$ cat config.mk
export PLATFORM = sky130hd
export DESIGN_NAME = escalation_watchdog
export DESIGN_NICKNAME = d
export VERILOG_FILES = /design/src/rtl/wdg_pkg.sv /design/src/rtl/wdg_boot_gate.sv /design/src/rtl/wdg_stage_seq.sv /design/src/rtl/wdg_pulse_gen.sv /design/src/rtl/escalation_watchdog.sv
export SDC_FILE = /design/constraint.sdc
export NUM_CORES = 1
export LEC_CHECK = 0
export ABC_CLOCK_PERIOD_IN_PS = 2100
export BUFFER_PORTS_ARGS = -buffer_cell sky130_fd_sc_hd__buf_4
export CAP_MARGIN = 20
export CELL_PAD_IN_SITES_DETAIL_PLACEMENT = 1
export CELL_PAD_IN_SITES_GLOBAL_PLACEMENT = 1
export CORE_ASPECT_RATIO = 1.4
export CORE_MARGIN = 2
export CORE_UTILIZATION = 37
export CTS_CLUSTER_SIZE = 14
export DETAILED_ROUTE_END_ITERATION = 8
export GPL_TIMING_DRIVEN = 0
export HOLD_SLACK_MARGIN = 0.08
export PLACE_DENSITY_LB_ADDON = 0.1
export SLEW_MARGIN = 0
export SYNTH_ARGS = -nofsm -noshare
export SYNTH_HDL_FRONTEND = slang
export SYNTH_HIERARCHICAL = 1
export SYNTH_SLANG_ARGS = --single-unit
$ cat constraint.sdc
create_clock -name clk -period 2.1 [get_ports clk]
set_clock_uncertainty 0.1 [all_clocks]
set_input_delay 0.105 -clock clk [delete_from_list [all_inputs] [get_ports clk]]
set_output_delay 0.105 -clock clk [all_outputs]
set_load 0.01 [all_outputs]
$ cat src/rtl/wdg_pkg.sv
package wdg_pkg;
   typedef enum logic [1:0] {
      WD_IDLE = 2'd0,
      WD_RUN  = 2'd1,
      WD_DONE = 2'd2
   } wd_phase_t;
endpackage

$ cat src/rtl/wdg_boot_gate.sv
module wdg_boot_gate #(
   parameter int BOOT_W = 16
) (
   input  logic              clk,
   input  logic              rst_n,
   input  logic [BOOT_W-1:0] delay,
   output logic              enabled
);
   logic [BOOT_W-1:0] wait_q;
   logic              en_q;

   always_ff @(posedge clk or negedge rst_n) begin
      if (!rst_n) begin
         wait_q <= '0;
         en_q   <= 1'b0;
      end else if (!en_q) begin
         if (wait_q == delay) en_q <= 1'b1;
         else                 wait_q <= wait_q + 1'b1;
      end
   end

   assign enabled = en_q;

   // once armed the gate never drops the enable before reset
   assert_enable_sticky_R2: assert property (@(posedge clk) disable iff (!rst_n)
      en_q |=> en_q);
endmodule

$ cat src/rtl/wdg_stage_seq.sv
module wdg_stage_seq
   import wdg_pkg::*;
#(
   parameter int NUM_STAGES = 3,
   parameter int CNT_W      = 16
) (
   input  logic                        clk,
   input  logic                        rst_n,
   input  logic                        enable,
   input  logic                        kick,
   input  logic [NUM_STAGES*CNT_W-1:0] intervals,
   output logic [NUM_STAGES-1:0]       action,
   output logic                        final_fire
);
   localparam int IDX_W = (NUM_STAGES > 1) ? $clog2(NUM_STAGES) : 1;
   localparam int LAST  = NUM_STAGES - 1;

   logic [CNT_W-1:0] ivl [NUM_STAGES];
   for (genvar g = 0; g < NUM_STAGES; g++) begin : g_unpack
      assign ivl[g] = intervals[g*CNT_W +: CNT_W];
   end

   wd_phase_t            phase_q;
   logic [IDX_W-1:0]     stage_q;
   logic [CNT_W-1:0]     cnt_q;
   logic [NUM_STAGES-1:0] act_q;

   logic             is_last;
   logic             first_kick;
   logic             expire;
   logic [IDX_W-1:0] next_idx;

   always_comb begin
      is_last    = (stage_q == IDX_W'(LAST));
      first_kick = kick && (stage_q == '0);
      expire     = (phase_q == WD_RUN) && !first_kick && (cnt_q == '0);
      next_idx   = is_last ? stage_q : IDX_W'(stage_q + 1'b1);
   end

   always_ff @(posedge clk or negedge rst_n) begin
      if (!rst_n) begin
         phase_q <= WD_IDLE;
         stage_q <= '0;
         cnt_q   <= '0;
         act_q   <= '0;
      end else begin
         case (phase_q)
            WD_IDLE: begin
               if (enable) begin
                  phase_q <= WD_RUN;
                  stage_q <= '0;
                  cnt_q   <= ivl[0];
               end
            end
            WD_RUN: begin
               if (first_kick) begin
                  cnt_q <= ivl[0];
               end else if (cnt_q == '0) begin
                  act_q[stage_q] <= 1'b1;
                  if (is_last) begin
                     phase_q <= WD_DONE;
                  end else begin
                     stage_q <= next_idx;
                     cnt_q   <= ivl[next_idx];
                  end
               end else begin
                  cnt_q <= cnt_q - 1'b1;
               end
            end
            default: ;
         endcase
      end
   end

   assign action     = act_q;
   assign final_fire = expire && is_last;

   // action levels are sticky and escalate in order
   for (genvar a = 0; a < NUM_STAGES; a++) begin : g_chk
      assert_action_sticky_R7: assert property (@(posedge clk) disable iff (!rst_n)
         act_q[a] |=> act_q[a]);
      if (a > 0) begin : g_order
         assert_action_order_R7: assert property (@(posedge clk) disable iff (!rst_n)
            act_q[a] |-> act_q[a-1]);
      end
   end

   // the stage index never moves backwards
   assert_stage_monotonic_R5: assert property (@(posedge clk) disable iff (!rst_n)
      (phase_q != WD_IDLE) |=> (stage_q >= $past(stage_q)));

   // a kick in a later stage leaves its count running down
   assert_late_kick_ignored_R6: assert property (@(posedge clk) disable iff (!rst_n)
      (phase_q == WD_RUN && stage_q != '0 && kick && cnt_q != '0)
      |=> (cnt_q == $past(cnt_q) - 1'b1));

   // no action before the sequencer leaves idle
   assert_quiet_idle_R1: assert property (@(posedge clk) disable iff (!rst_n)
      (phase_q == WD_IDLE) |-> (act_q == '0));
endmodule

$ cat src/rtl/wdg_pulse_gen.sv
module wdg_pulse_gen #(
   parameter int PULSE_LEN = 4
) (
   input  logic clk,
   input  logic rst_n,
   input  logic fire,
   output logic pulse
);
   localparam int LEN_W = (PULSE_LEN > 1) ? $clog2(PULSE_LEN + 1) : 1;

   if (PULSE_LEN == 1) begin : g_single
      logic p_q;
      always_ff @(posedge clk or negedge rst_n) begin
         if (!rst_n) p_q <= 1'b0;
         else        p_q <= fire;
      end
      assign pulse = p_q;
   end else begin : g_counted
      logic [LEN_W-1:0] left_q;
      always_ff @(posedge clk or negedge rst_n) begin
         if (!rst_n)              left_q <= '0;
         else if (fire)           left_q <= LEN_W'(PULSE_LEN);
         else if (left_q != '0)   left_q <= left_q - 1'b1;
      end
      assign pulse = (left_q != '0);
   end

   // width check through an independent run-length counter
   int unsigned run_len;
   always_ff @(posedge clk or negedge rst_n) begin
      if (!rst_n)     run_len <= 0;
      else if (pulse) run_len <= run_len + 1;
      else            run_len <= 0;
   end

   assert_pulse_width_R8: assert property (@(posedge clk) disable iff (!rst_n)
      run_len <= PULSE_LEN);
   assert_pulse_cause_R8: assert property (@(posedge clk) disable iff (!rst_n)
      $rose(pulse) |-> $past(fire));
endmodule

$ cat src/rtl/escalation_watchdog.sv
module escalation_watchdog #(
   parameter int NUM_STAGES = 3,
   parameter int CNT_W      = 16,
   parameter int BOOT_W     = 16,
   parameter int PULSE_LEN  = 4
) (
   input  logic                        clk,
   input  logic                        rst_n,
   input  logic                        kick,
   input  logic [BOOT_W-1:0]           boot_delay,
   input  logic [NUM_STAGES*CNT_W-1:0] stage_interval,
   output logic [NUM_STAGES-1:0]       stage_action,
   output logic                        reset_pulse
);
   if (NUM_STAGES < 1 || CNT_W < 1 || BOOT_W < 1 || PULSE_LEN < 1) begin : g_bad_cfg
      $error("escalation_watchdog: every size parameter must be at least 1");
   end

   logic armed;
   logic last_fire;

   wdg_boot_gate #(.BOOT_W(BOOT_W)) u_gate (
      .clk     (clk),
      .rst_n   (rst_n),
      .delay   (boot_delay),
      .enabled (armed)
   );

   wdg_stage_seq #(.NUM_STAGES(NUM_STAGES), .CNT_W(CNT_W)) u_seq (
      .clk        (clk),
      .rst_n      (rst_n),
      .enable     (armed),
      .kick       (kick),
      .intervals  (stage_interval),
      .action     (stage_action),
      .final_fire (last_fire)
   );

   wdg_pulse_gen #(.PULSE_LEN(PULSE_LEN)) u_pulse (
      .clk   (clk),
      .rst_n (rst_n),
      .fire  (last_fire),
      .pulse (reset_pulse)
   );

   // at most one pulse per escalation
   logic pulse_seen_q, pulse_d_q;
   always_ff @(posedge clk or negedge rst_n) begin
      if (!rst_n) begin
         pulse_seen_q <= 1'b0;
         pulse_d_q    <= 1'b0;
      end else begin
         pulse_d_q <= reset_pulse;
         if (reset_pulse && !pulse_d_q) pulse_seen_q <= 1'b1;
      end
   end

   assert_single_pulse_R8: assert property (@(posedge clk) disable iff (!rst_n)
      (pulse_seen_q && !pulse_d_q) |-> !reset_pulse);

   // nothing escalates before the boot gate arms
   assert_no_action_unarmed_R1: assert property (@(posedge clk) disable iff (!rst_n)
      !armed |-> (stage_action == '0 && !reset_pulse));

   // the pulse coincides with the final action being set
   assert_pulse_with_final_R8: assert property (@(posedge clk) disable iff (!rst_n)
      reset_pulse |-> stage_action[NUM_STAGES-1]);
endmodule

======== After elaboration in Yosys (flattened, before gate mapping) ========
Index checks and enable logic that the tools add are counted.
Widths: inputs -> output; s select.
operators by class
  bitwise gates (word level) .............. 5
  add/sub/neg operators ................... 4
  reductions and logical operators ........ 17
  muxes and demuxes ....................... 25
  equal/unequal tests ..................... 9
  order comparisons ....................... 3
operator list
  cell                   number
  $mux 16                6
  $bmux 16 s2            1
  $pmux 16 s2            1
  $mux 2                 9
  $add 16x1->16 const B  1
  $eq 16x16->1           1
  $logic_not 16->1       1
  $sub 16x1->16 const B  1
  $reduce_and 5->1       2
  $ne 2x2->1 const B     4
  $pmux 2 s2             2
  $mux 3                 2
  $reduce_and 3->1       2
  $logic_and 1x1->1      5
  $logic_not 2->1        2
  $ne 4x4->1 const B     1
  $reduce_bool 2->1      2
  $ge 3x3->1 const B     1
  $lt 2x3->1 const B     1
  $mux 1                 3
  $not 1->1              3
  $not 2->3              1
  $or 3x3->3             1
  $reduce_bool 3->1      1
  other kinds (9)        9
storage, ports and cells
  logic and storage cells ................. 70
  output and inout port bits .............. 4
  input bits .............................. 67
  register bits ........................... 43

======== Depth between registers and ports, before layout ========
Gate-level depths: netlist (run 1).
  word-level depth ........................ 10
  mapped depth ............................ 10
  mapped depth without buffers ............ 7

======== Hierarchy ========
The synthesis (run 1) kept the hierarchy.
modules (own cells, without submodules)
  module         times used  area each (µm²)  sequential area each (µm²)  cells an instance
  wdg_stage_seq  1           1998.2           575.6                       241
  wdg_boot_gate  1           963.4            425.4                       91
  wdg_pulse_gen  1           177.7            75.1                        16

======== Worst setup path after synthesis (run 1) ========
Ideal clock, no wire load.
  kind .................................... register to register
  from .................................... reg u_seq.cnt_q[0]
  to ...................................... reg u_pulse.g_counted.left_q[0]
  stages on the path, launching flop included .. 9
  path buffers ............................ 1
  arrival ................................. 1.905 ns
  setup time .............................. 0.125 ns
  data required time ...................... 1.875 ns
  period minus slack after synthesis ...... 2.130 ns
  slack ................................... -0.030 ns
  cells stage by stage .................... dfrtp_1 -> inv_1 -> ha_1 -> nor3b_1 -> and4_1 -> buf_4 -> and3_1 -> and2b_1 -> mux2_2
between the ends
  longest elaborated chain between the ends .. 4
  elaborated cells on any way between the ends .. 5
  those cells by class .................... 1 x mux; 4 x reduce/logical
RTL lines
  element                                      RTL line                   RTL
  start, declared                              wdg_stage_seq.sv:25        logic [CNT_W-1:0] cnt_q;
  start signal, assigned                       wdg_stage_seq.sv:52        cnt_q <= ivl[0];
  start signal, assigned                       wdg_stage_seq.sv:57        cnt_q <= ivl[0];
  start signal, assigned                       wdg_stage_seq.sv:64        cnt_q <= ivl[next_idx];
  $logic_not 16->1 (*)                         wdg_stage_seq.sv:36        expire = (phase_q == WD_RUN) && !first_kick && (cnt_q == '0);
  $logic_and 1x1->1 (*)                        wdg_stage_seq.sv:36
  $logic_and 1x1->1 (*)                        wdg_stage_seq.sv:76        assign final_fire = expire && is_last;
  via last_fire                                escalation_watchdog.sv:20  logic last_fire;
  $mux 3 or $reduce_bool 2->1 (tied branches)  n/a
  end signal, assigned                         wdg_pulse_gen.sv:22        else if (fire) left_q <= LEN_W'(PULSE_LEN);
  end signal, assigned                         wdg_pulse_gen.sv:23        else if (left_q != '0) left_q <= left_q - 1'b1;
  end, declared                                wdg_pulse_gen.sv:19        logic [LEN_W-1:0] left_q;
The timed path passes the listed nets; every way through them passes the cells marked *.
A chain may end at the register's enable or synchronous reset.

======== Worst setup path after layout (run 1) ========
  from .................................... reg u_seq.cnt_q[2]
  to ...................................... reg u_pulse.g_counted.left_q[0]
The elaborated chain is that of the path after synthesis.

==> results.sh, run 1 <==
export IMPL_status="complete, but fails checks"
export IMPL_fmax_mhz=462.6
export IMPL_place_gp_congestion=0.8532
export IMPL_drt_initial_drc_count=94
export IMPL_final_min_clock_period_ps=2162
export IMPL_setup_viol=9
export IMPL_cp_slowest_cell="dfrtp_1"
export IMPL_synth_xor_area_share_pct=10.32
export IMPL_path_clk_slew_ps=70
export IMPL_dp_hpwl_microns=7311
export IMPL_p_leak_nw=2.012
export IMPL_hold_class="primary input to flop"
export IMPL_grt_start_max_net_pins=44
export IMPL_async_flop_share_pct=100.0
export IMPL_dieArea_sq_um=9248
export IMPL_avgViaCountPerCell=5.659
export IMPL_r2r_cells=7
export IMPL_synth_ff_latch_count=43
export IMPL_worstSetupPathType="flop to flop"
export IMPL_cp_arrival_ps=2240
export IMPL_synth_common_cells="dfrtp_1 (43), nand2_1 (36), nor2_1 (32)"
export IMPL_antenna_found_initial=0
export IMPL_area_delta_synth_final_pct=48.43
export IMPL_drt_pass1_iterations=4
export IMPL_h_tree_depth=2
export IMPL_fin_crit_sh_pct=102.9
export IMPL_finalNetCount=550
export IMPL_hold_viol_final=0
export IMPL_initial_core_util_pct=38.29
export IMPL_ys_types=60
export IMPL_max_stage_delay_ps=390
export IMPL_ys_warn_count=6
export IMPL_vias=3265
export IMPL_crit_required_ps=2180
export IMPL_routed_wl_microns=11480
export IMPL_cts_tree="yes"
export IMPL_synth_edf_count=0
export IMPL_regArea_sq_um=1086
export IMPL_max_slew_margin_pct=56.95
export IMPL_worst_setup_path_end_kind="flop"
export IMPL_grt_pass1_wl_microns=17660
export IMPL_synth_compound_area_share_pct=16.86
export IMPL_placementRows=39
export IMPL_die_h_microns=113.0
export IMPL_syn_area_per_cell_sq_um=9.021
export IMPL_synth_simple_gate_area_share_pct=24.43
export IMPL_drc_errors=0
export IMPL_placed_area_sq_um=3797
export IMPL_postRouteAntennaNets=0
export IMPL_cp_common_cell="buf_6"
export IMPL_synth_top_cell_area_share_pct=34.28
export IMPL_yosysMostFrequentCell="dfrtp_1"
export IMPL_p_per_area_nw_per_um2=679.7
export IMPL_yosys_area_share_adder_pct=3.587
export IMPL_ir_drop_mv=0.4069
export IMPL_synth_top_family_by_area="simple AND/OR/NAND/NOR gates"
export IMPL_syn_num_nets=424
export IMPL_synthFlopType="dfrtp_1"
export IMPL_whs_path_depth=4
export IMPL_drive_gt1_share_pct=38.53
export IMPL_io_pins=71
export IMPL_cap_viol_max_count=0
export IMPL_port_buffers=70
export IMPL_muxShareOfSynthArea_pct=6.178
export IMPL_failed_checks="setup timing"
export IMPL_cp_max_fo=5
export IMPL_cts_root_buf="clkbuf_16"
export IMPL_synth_area_leaders="dfrtp_1 (34%), xnor2_1 (6.1%), mux2i_1 (5.1%), nand2_1 (4.3%), xor2_1 (4.2%)"
export IMPL_cts_buffer_depth=2
export IMPL_finalWorstSetupSlack_ps=-61.50
export IMPL_synth_largest_area_cell="dfrtp_1"
export IMPL_dieWidth_microns=81.85
export IMPL_cts_buffers=5
export IMPL_overflow=0
export IMPL_cp_cell_sequence="buf_6, nor4_4, and4_1, buf_6, and3_4, and2b_1, mux2_2"
export IMPL_worstSetupStartpointType="flop"
export IMPL_fin_util_pct=56.84
export IMPL_clk_latency_ps=290
export IMPL_syn_area_sq_um=3139
export IMPL_rsz0062_at_grt="yes"
export IMPL_tightest_slew_ps=639.0
export IMPL_grt_pass1_vias=3582
export IMPL_cts_sinks=43
export IMPL_wire_per_inst_microns=19.89
export IMPL_core_area_sq_um=8198
export IMPL_n_antenna_cell=0
export IMPL_multi_input_area_sq_um=2117
export IMPL_fin_area_sq_um=4659
export IMPL_finalSetupTns_ps=-230.6
export IMPL_syn_inst=348
export IMPL_grt_usage_pct=24.91
export IMPL_fill_cells=939
export IMPL_slew_violations=0
export IMPL_yosysSeqAreaShare_pct=34.28
-- stage by stage --
stage	hold slack (ps)	std cells	worst slack (ps)	total power, mW
finish	114.6	577	-61.50	3.167
global route	124.4	577	-114.1	3.329
CTS	86.61	564	8.340	3.126
detailed placement	49.16	520	-592.0	1.938
global placement	49.25	520	-494.9	1.904
floorplan	-290.6	348	8.012	1.640
-- layout make-up --
type,count,area share [%]
clock buffers,6,2.766
flip-flops and latches,43,23.31
well taps,102,2.739
plain buffers,15,2.927
repair buffers,122,20.81
multi-input cells,278,45.43
inverters,9,0.7250
clock inverters,2,1.289
-- cells in the final DEF (no fill, tap or decap), types with 5 or more instances in the layout --
master         instances
o211ai_1              13
ha_1                   7
dfrtp_1               35
buf_6                  7
buf_4                108
o21ai_0                7
inv_1                  5
xnor2_1               22
nor4_4                 5
nor2_2                 8
a21oi_1                5
dfrtp_2                8
nand4_1               10
a21o_1                 5
dlygate4sd3_1         15
nor3_1                 7
nand3_1               12
a31oi_1               12
nand2_1               36
xor2_1                15
mux2i_1               16
nor2_1                22
clkbuf_16              5
-- registers in the layout (all words and copies together) (netlist names) --
name                      flops
u_gate/enabled                1
u_gate/wait_q                16
u_pulse/g_counted.left_q      3
u_seq/action                  3
u_seq/cnt_q                  16
u_seq/phase_q                 2
u_seq/stage_q                 2
-- cells by family after synthesis --
logic type      Yosys count
fa+ha+maj                 9
buf+inv                  27
simple gates            139
flops                    43
compound gates           74
xor+xnor                 37
mux                      19
-- critical path: cells and delay by family, from the launching register on --
family	cells	cell delay [ps]
flip-flops	1	390
buffers and inverters	2	280
AND/OR/NAND/NOR	4	1020
multiplexers	1	250
-- timing repair --
action,CTS,global route
pin swaps,10,7
resized for setup,38,31
setup endpoints to repair,32,21
endpoints found under the hold margin,57,0
buffers inserted,23,14
hold buffers,15,0
-- worst paths after layout --
kind                               startpoint                          end  slack [ps]
max                            u_seq/cnt_q[2]  u_pulse/g_counted.left_q[0]         -60
max reg2reg                    u_seq/cnt_q[2]  u_pulse/g_counted.left_q[0]         -60
min reg2reg                   u_seq/action[1]              u_seq/action[1]         370
max in group asynchronous               rst_n              u_seq/cnt_q[11]        1200
min in group asynchronous               rst_n             u_gate/wait_q[4]         250
min                        stage_interval[15]              u_seq/cnt_q[15]         110
-- layer usage --
metal / GRT usage, % / up-vias / routed length [microns]
met2: 46.83 / 92 / 6444
met1: 25.73 / 1609 / 4212
met5: 0 / - / 0
met4: 13.00 / 0 / 439
met3: 3.270 / 30 / 382
li1: - / 1534 / -
-- report_power, final --
part	switching, mW	leakage, nW	internal, mW
combinational	0.433	1.41	0.514
clock	0.351	0.0911	0.683
sequential	0.216	0.511	0.970
total	1.00	2.01	2.17
(Power assumes the default switching activity.)
==> run 2: changes to the inputs <==
CORE_UTILIZATION = 36   (was 37)
SKIP_CTS_REPAIR_TIMING = 1   (was default)
SYNTH_HIERARCHICAL = default   (was 1)
==> run 2 against run 1 <==
Effect of this change:
- the flow still finishes with violations (setup timing)
- global-route usage shrank 3.1 points
- final area shrank 8.1%
- sequential power shrank 8%
==> results.sh, run 2 <==
export IMPL_ys_types=46
export IMPL_placed_area_sq_um=3686
export IMPL_ys_warn_count=0
export IMPL_grt_use_met1_pct=24.92
export IMPL_status="complete, but fails checks"
export IMPL_postRouteAntennaNets=0
export IMPL_h_tree_depth=2
export IMPL_min_from="stage_interval[0]"
export IMPL_r2r_slack_ps=-320
export IMPL_yosysSeqAreaShare_pct=35.79
export IMPL_final_cell_mix="buf_4 (82), nand2_1 (40), dfrtp_1 (40)"
export IMPL_drive_gt1_share_pct=29.05
export IMPL_layout_commonest_cell="buf_4"
export IMPL_async_flop_share_pct=100.0
export IMPL_cts_tree="yes"
export IMPL_wire_per_inst_microns=18.13
export IMPL_syn_area_per_cell_sq_um=8.817
export IMPL_die_h_microns=112.1
export IMPL_initial_core_util_pct=36.90
export IMPL_setup_viol=26
export IMPL_fin_worst_hold_slack_ps=73.95
export IMPL_synth_edf_count=0
export IMPL_dieWidth_microns=81.24
export IMPL_placementRows=39
export IMPL_synth_top_cell_area_share_pct=35.79
export IMPL_grt_pass1_vias=3017
export IMPL_synth_ff_latch_count=43
export IMPL_grt_busiest_layer="met2"
export IMPL_tightest_slew_ps=759.8
export IMPL_synthFlopType="dfrtp_1"
export IMPL_slew_violations=0
export IMPL_grt_usage_pct=21.80
export IMPL_grt_pass1_wl_microns=15070
export IMPL_syn_inst=341
export IMPL_area_delta_synth_final_pct=42.36
export IMPL_power_switching_mw=0.7220
export IMPL_clk_latency_ps=300
export IMPL_io_pins=71
export IMPL_synth_area_leaders="dfrtp_1 (36%), xnor2_1 (6.4%), xor2_1 (6.1%), mux2i_1 (5.7%), nand2_1 (5.0%)"
export IMPL_cp_common_cell="buf_6"
export IMPL_crit_start="u_seq.cnt_q[0]"
export IMPL_ir_drop_mv=0.4648
export IMPL_cp_max_fo=10
export IMPL_yosysMostFrequentCell="dfrtp_1"
export IMPL_synth_common_cells="dfrtp_1 (43), nand2_1 (40), nor2_1 (27)"
export IMPL_path_clk_slew_ps=60
export IMPL_avgViaCountPerCell=5.429
export IMPL_antenna_found_initial=0
export IMPL_cp_arrival_ps=2500
export IMPL_core_area_sq_um=8149
export IMPL_cts_buffers=5
export IMPL_drt_pass1_iterations=4
export IMPL_cp_num_buf_inv=4
export IMPL_fin_util_pct=52.53
export IMPL_vias=2964
export IMPL_cap_viol_max_count=0
export IMPL_finalWorstSetupSlack_ps=-321.8
export IMPL_failed_checks="setup timing"
export IMPL_fin_area_sq_um=4280
export IMPL_switching_share_pct=27.35
export IMPL_final_min_clock_period_ps=2422
export IMPL_dieArea_sq_um=9109
export IMPL_cp_slowest_cell="or4b_4"
export IMPL_cp_cell_sequence="inv_2, ha_1, or4b_4, buf_6, nor4_4, buf_6, a31oi_4, buf_6, a22o_1"
export IMPL_worst_setup_path_end_kind="flop"
export IMPL_synth_largest_area_cell="dfrtp_1"
export IMPL_routed_wl_microns=9901
export IMPL_hold_viol_final=0
export IMPL_worstSetupStartpointType="flop"
export IMPL_max_slew_margin_pct=48.88
export IMPL_p_leak_nw=1.790
export IMPL_p_seq_share_pct=41.5
export IMPL_cts_root_buf="clkbuf_16"
export IMPL_fmax_mhz=412.9
export IMPL_cts_sinks=43
export IMPL_n_antenna_cell=0
export IMPL_fin_crit_sh_pct=115.3
export IMPL_cts_buffer_depth=2
export IMPL_rsz0062_at_grt="yes"
export IMPL_p_int_mw=1.918
export IMPL_place_gp_congestion=0.8640
export IMPL_top_regs="u_gate.wait_q (16), u_seq.cnt_q (16)"
export IMPL_clkPwrFrac_pct=39.0
export IMPL_overflow=0
export IMPL_worstSetupPathType="flop to flop"
export IMPL_p_per_area_nw_per_um2=616.8
export IMPL_path_delay_family="simple AND/OR/NAND/NOR gates"
export IMPL_timing_rr_start="u_seq.cnt_q[0]"
export IMPL_port_buffers=70
export IMPL_max_stage_delay_ps=460
export IMPL_syn_num_nets=418
export IMPL_dp_hpwl_microns=7020
export IMPL_grt_use_met2_pct=39.78
export IMPL_grt_start_max_net_pins=44
export IMPL_drc_errors=0
export IMPL_syn_area_sq_um=3007
export IMPL_combPwrFrac_pct=19.5
export IMPL_fill_cells=940
export IMPL_crit_required_ps=2180
export IMPL_hold_class="primary input to flop"
export IMPL_use_met3_pct=3.215
export IMPL_finalNetCount=520
export IMPL_drt_initial_drc_count=82
==> run 2: cell types whose count changed in the layout (fill, tap and decap cells not counted), moves of 4 or more <==
cell / delta
xor2_1: +6
nor2_1: +4
dfrtp_1: +5
dfrtp_2: -5
nor2_2: -7
nand2_1: +4
clkbuf_1: +4
buf_4: -26
nand3_1: -4
nor4_1: +6
==> run 2: power by group through the flow <==
| stage | logic (mW) | registers (mW) | clock network [mW] |
|---|---|---|---|
| finish | 0.516 | 1.09 | 1.03 |
| global route | 0.577 | 1.11 | 1.08 |
| CTS | 0.512 | 1.08 | 1.05 |
| detailed placement | 0.508 | 1.09 | 0 |
| global placement | 0.494 | 1.09 | 0 |
| floorplan | 0.323 | 1.06 | 0 |
==> run 2: per-stage QoR <==
step	instances	power [mW]	setup TNS (ps)	setup WS (ps)
after floorplan	341	1.380	-1390	-254.3
after global placement	513	1.581	-14330	-580.5
after detailed placement	513	1.599	-15590	-664.9
after CTS	521	2.641	-16610	-687.3
after global routing	546	2.773	-7993	-399.4
final	546	2.640	-5467	-321.8
==> run 2: layout make-up <==
cell class	instances	area, sq um	share of cell area (%)
repair buffers	100	817.0	19.09
clock inverters	2	60.06	1.403
clock buffers	6	128.9	3.011
well taps	102	127.6	2.982
inverters	8	30.03	0.7015
multi-input cells	268	1906	44.52
plain buffers	17	131.4	3.069
flip-flops and latches	43	1080	25.23
==> run 2: worst reg2reg max path, delay by kind of cell, from the launching register on <==
kind / cells / cell delay (ps)
simple gates: 2 / 700
buf+inv: 4 / 590
flops: 1 / 450
compound gates: 2 / 350
fa+ha+maj: 1 / 130
==> run 2: worst paths after layout <==
check                             endpoint  cells past startpoint
max                         u_seq.cnt_q[0]                      9
min                         u_seq.cnt_q[0]                      4
max reg2reg                 u_seq.cnt_q[0]                      9
min reg2reg                u_seq.action[1]                      1
max in group asynchronous   u_seq.cnt_q[7]                      2
min in group asynchronous  u_seq.action[1]                      2
==> run 2: logic make-up (layout without fill, tap and decap cells) <==
logic type	after synthesis	in the layout	share of synthesized area (%)
buffers and inverters	30	133	4.036
AOI/OAI and AO/OA	64	64	14.57
and+or+nand+nor	132	132	22.51
xor gates and xnor gates	43	43	12.53
adders and majority gates	10	10	4.161
muxes	19	19	6.408
DFF	43	43	35.79
==> run 2: layer usage <==
metal / share of wire (%) / up-vias
met5: 0 / -
met4: 2.7 / 0
met3: 2.9 / 14
met2: 56 / 68
met1: 39 / 1451
li1: - / 1431
==> run 3: changes to the inputs <==
CELL_PAD_IN_SITES_DETAIL_PLACEMENT = default   (was 1)
CELL_PAD_IN_SITES_GLOBAL_PLACEMENT = default   (was 1)
CORE_MARGIN = default   (was 2)
CORE_UTILIZATION = 50   (was 36)
PLACE_DENSITY = 0.78   (was default)
PLACE_DENSITY_LB_ADDON = default   (was 0.1)
SYNTH_HIERARCHICAL = 1   (was default)
==> run 3 against run 2 <==
Effect of this change:
- the run still ends with setup timing left
- register-to-register slack better by 300 ps
- fmax grew 14%
- count of clock-buffer cells in the layout did not move
- highest routed layer unchanged
- wire length shrank 9.3%
- clock power fell by 48%
- die area down 28%
- worst setup slack improved by 300 ps
- global-route usage is 4.2 points higher
==> results.sh, run 3 (same netlist as run 1, synthesis figures left out) <==
export IMPL_layout_commonest_cell="buf_4"
export IMPL_antenna_found_initial=0
export IMPL_overflow=0
export IMPL_combPwrFrac_pct=33.8
export IMPL_max_slew_margin_pct=61.50
export IMPL_tightest_slew_ps=571.4
export IMPL_h_tree_depth=2
export IMPL_total_power_mw=2.582
export IMPL_n_antenna_cell=0
export IMPL_dieArea_sq_um=6604
export IMPL_setup_viol=2
export IMPL_cap_viol_max_count=0
export IMPL_drive_gt1_share_pct=33.41
export IMPL_rsz0062_at_grt="yes"
export IMPL_p_seq_share_pct=45.6
export IMPL_cp_arrival_ps=2200
export IMPL_switching_share_pct=35.05
export IMPL_ir_drop_mv=0.3385
export IMPL_crit_required_ps=2190
export IMPL_avgViaCountPerCell=5.959
export IMPL_path_clk_slew_ps=90
export IMPL_core_area_sq_um=5946
export IMPL_grt_pass1_vias=2919
export IMPL_drt_initial_drc_count=175
export IMPL_placementRows=33
export IMPL_min_from="stage_interval[15]"
export IMPL_final_cell_mix="buf_4 (93), dfrtp_1 (37), nand2_1 (36)"
export IMPL_finalNetCount=536
export IMPL_grt_usage_pct=26.02
export IMPL_route_met2_wl_microns=4798
export IMPL_fmax_mhz=472.4
export IMPL_grt_start_max_net_pins=44
export IMPL_postRouteAntennaNets=0
export IMPL_drt_pass1_iterations=4
export IMPL_slew_violations=0
export IMPL_p_leak_nw=1.882
export IMPL_cp_max_fo=6
export IMPL_final_min_clock_period_ps=2117
export IMPL_io_pins=71
export IMPL_dp_hpwl_microns=6053
export IMPL_hold_viol_final=0
export IMPL_wire_per_inst_microns=16.91
export IMPL_power_switching_mw=0.9050
export IMPL_cts_sinks=43
export IMPL_drc_errors=0
export IMPL_crit_start="u_seq/cnt_q[12]"
export IMPL_initial_core_util_pct=52.80
export IMPL_die_h_microns=95.76
export IMPL_place_ws_ps=-394.4
export IMPL_timing_rr_start="u_seq/cnt_q[12]"
export IMPL_cts_tree="yes"
export IMPL_wl_met1_microns=3376
export IMPL_worst_setup_path_end_kind="flop"
export IMPL_routed_wl_microns=8978
export IMPL_fill_cells=451
export IMPL_grt_pass1_wl_microns=12750
export IMPL_worstSetupPathType="flop to flop"
export IMPL_clk_latency_ps=300
export IMPL_top_regs="u_gate/wait_q (16), u_seq/cnt_q (16)"
export IMPL_p_int_mw=1.677
export IMPL_clkPwrFrac_pct=20.6
export IMPL_wl_met3_microns=436
export IMPL_cts_buffers=5
export IMPL_hold_class="primary input to flop"
export IMPL_cts_buffer_depth=2
export IMPL_maxUsedRoutingLayer="met4"
export IMPL_cts_root_buf="clkbuf_8"
export IMPL_area_delta_synth_final_pct=38.18
export IMPL_finalWorstSetupSlack_ps=-17.05
export IMPL_dieWidth_microns=68.97
export IMPL_failed_checks="setup timing"
export IMPL_port_buffers=70
export IMPL_p_per_area_nw_per_um2=595.3
export IMPL_vias=3164
export IMPL_place_gp_congestion=0.9161
export IMPL_fin_crit_sh_pct=100.8
export IMPL_worstSetupStartpointType="flop"
export IMPL_status="complete, but fails checks"
==> run 3: worst max-delay path: stages (launching register included) <==
cell and delay [ps]:
dfrtp_2 470, nor4_4 400, and4_1 260, buf_6 130, and3_4 210, and2b_1 190
mux2_2 260
==> run 3: metal layers <==
layer,vias up,global-route usage [%]
li1,1501,-
met1,1508,27.78
met2,124,46.76
met3,31,4.028
met4,0,14.97
met5,-,0
==> run 3: cell type report <==
cell class | instances | area, sq um | share of cell area, %
buffer | 15 | 126.4 | 2.913
clock buffer | 6 | 72.57 | 1.673
clock inverter | 2 | 12.51 | 0.2884
inverter | 9 | 33.78 | 0.7788
multi-input combinational | 278 | 2057 | 47.42
sequential | 43 | 1084 | 24.98
tap | 70 | 87.58 | 2.019
timing repair buffer | 108 | 864.6 | 19.93
==> run 3: path summary, 6_finish.rpt <==
kind | slack [ps] | to | cells past startpoint
worst min-delay path | 70 | u_seq/cnt_q[15] | 4
worst min register to register | 360 | u_seq/action[0] | 1
worst max register to register | -20 | u_pulse/g_counted.left_q[0] | 6
worst max-delay path | -20 | u_pulse/g_counted.left_q[0] | 6
max in group asynchronous | 1250 | u_seq/cnt_q[1] | 2
min in group asynchronous | 230 | u_gate/wait_q[5] | 2
==> run 3: through the flow <==
step	cell area, sq um	TNS (ps)	hold slack (ps)	utilization (%)	std cells
2_1_floorplan	3144	0	-290.6	-	348
3_3_place_gp	3757	-4334	26.32	63.19	488
3_5_place_dp	3757	-5356	30.69	63.19	488
4_1_cts	3842	-5791	-296.2	64.63	496
5_1_grt	4338	-567.2	80.38	72.96	531
6_report	4338	-31.84	67.27	72.96	531
==> run 3: power groups by stage <==
stage                     logic [mW]  clock network [mW]  registers (mW)
after floorplan                0.519                   0            1.12
after global placement         0.723                   0            1.16
after detailed placement       0.756                   0            1.16
after CTS                      0.760               0.537            1.15
after global routing           0.952               0.573            1.20
final                          0.873               0.533            1.18
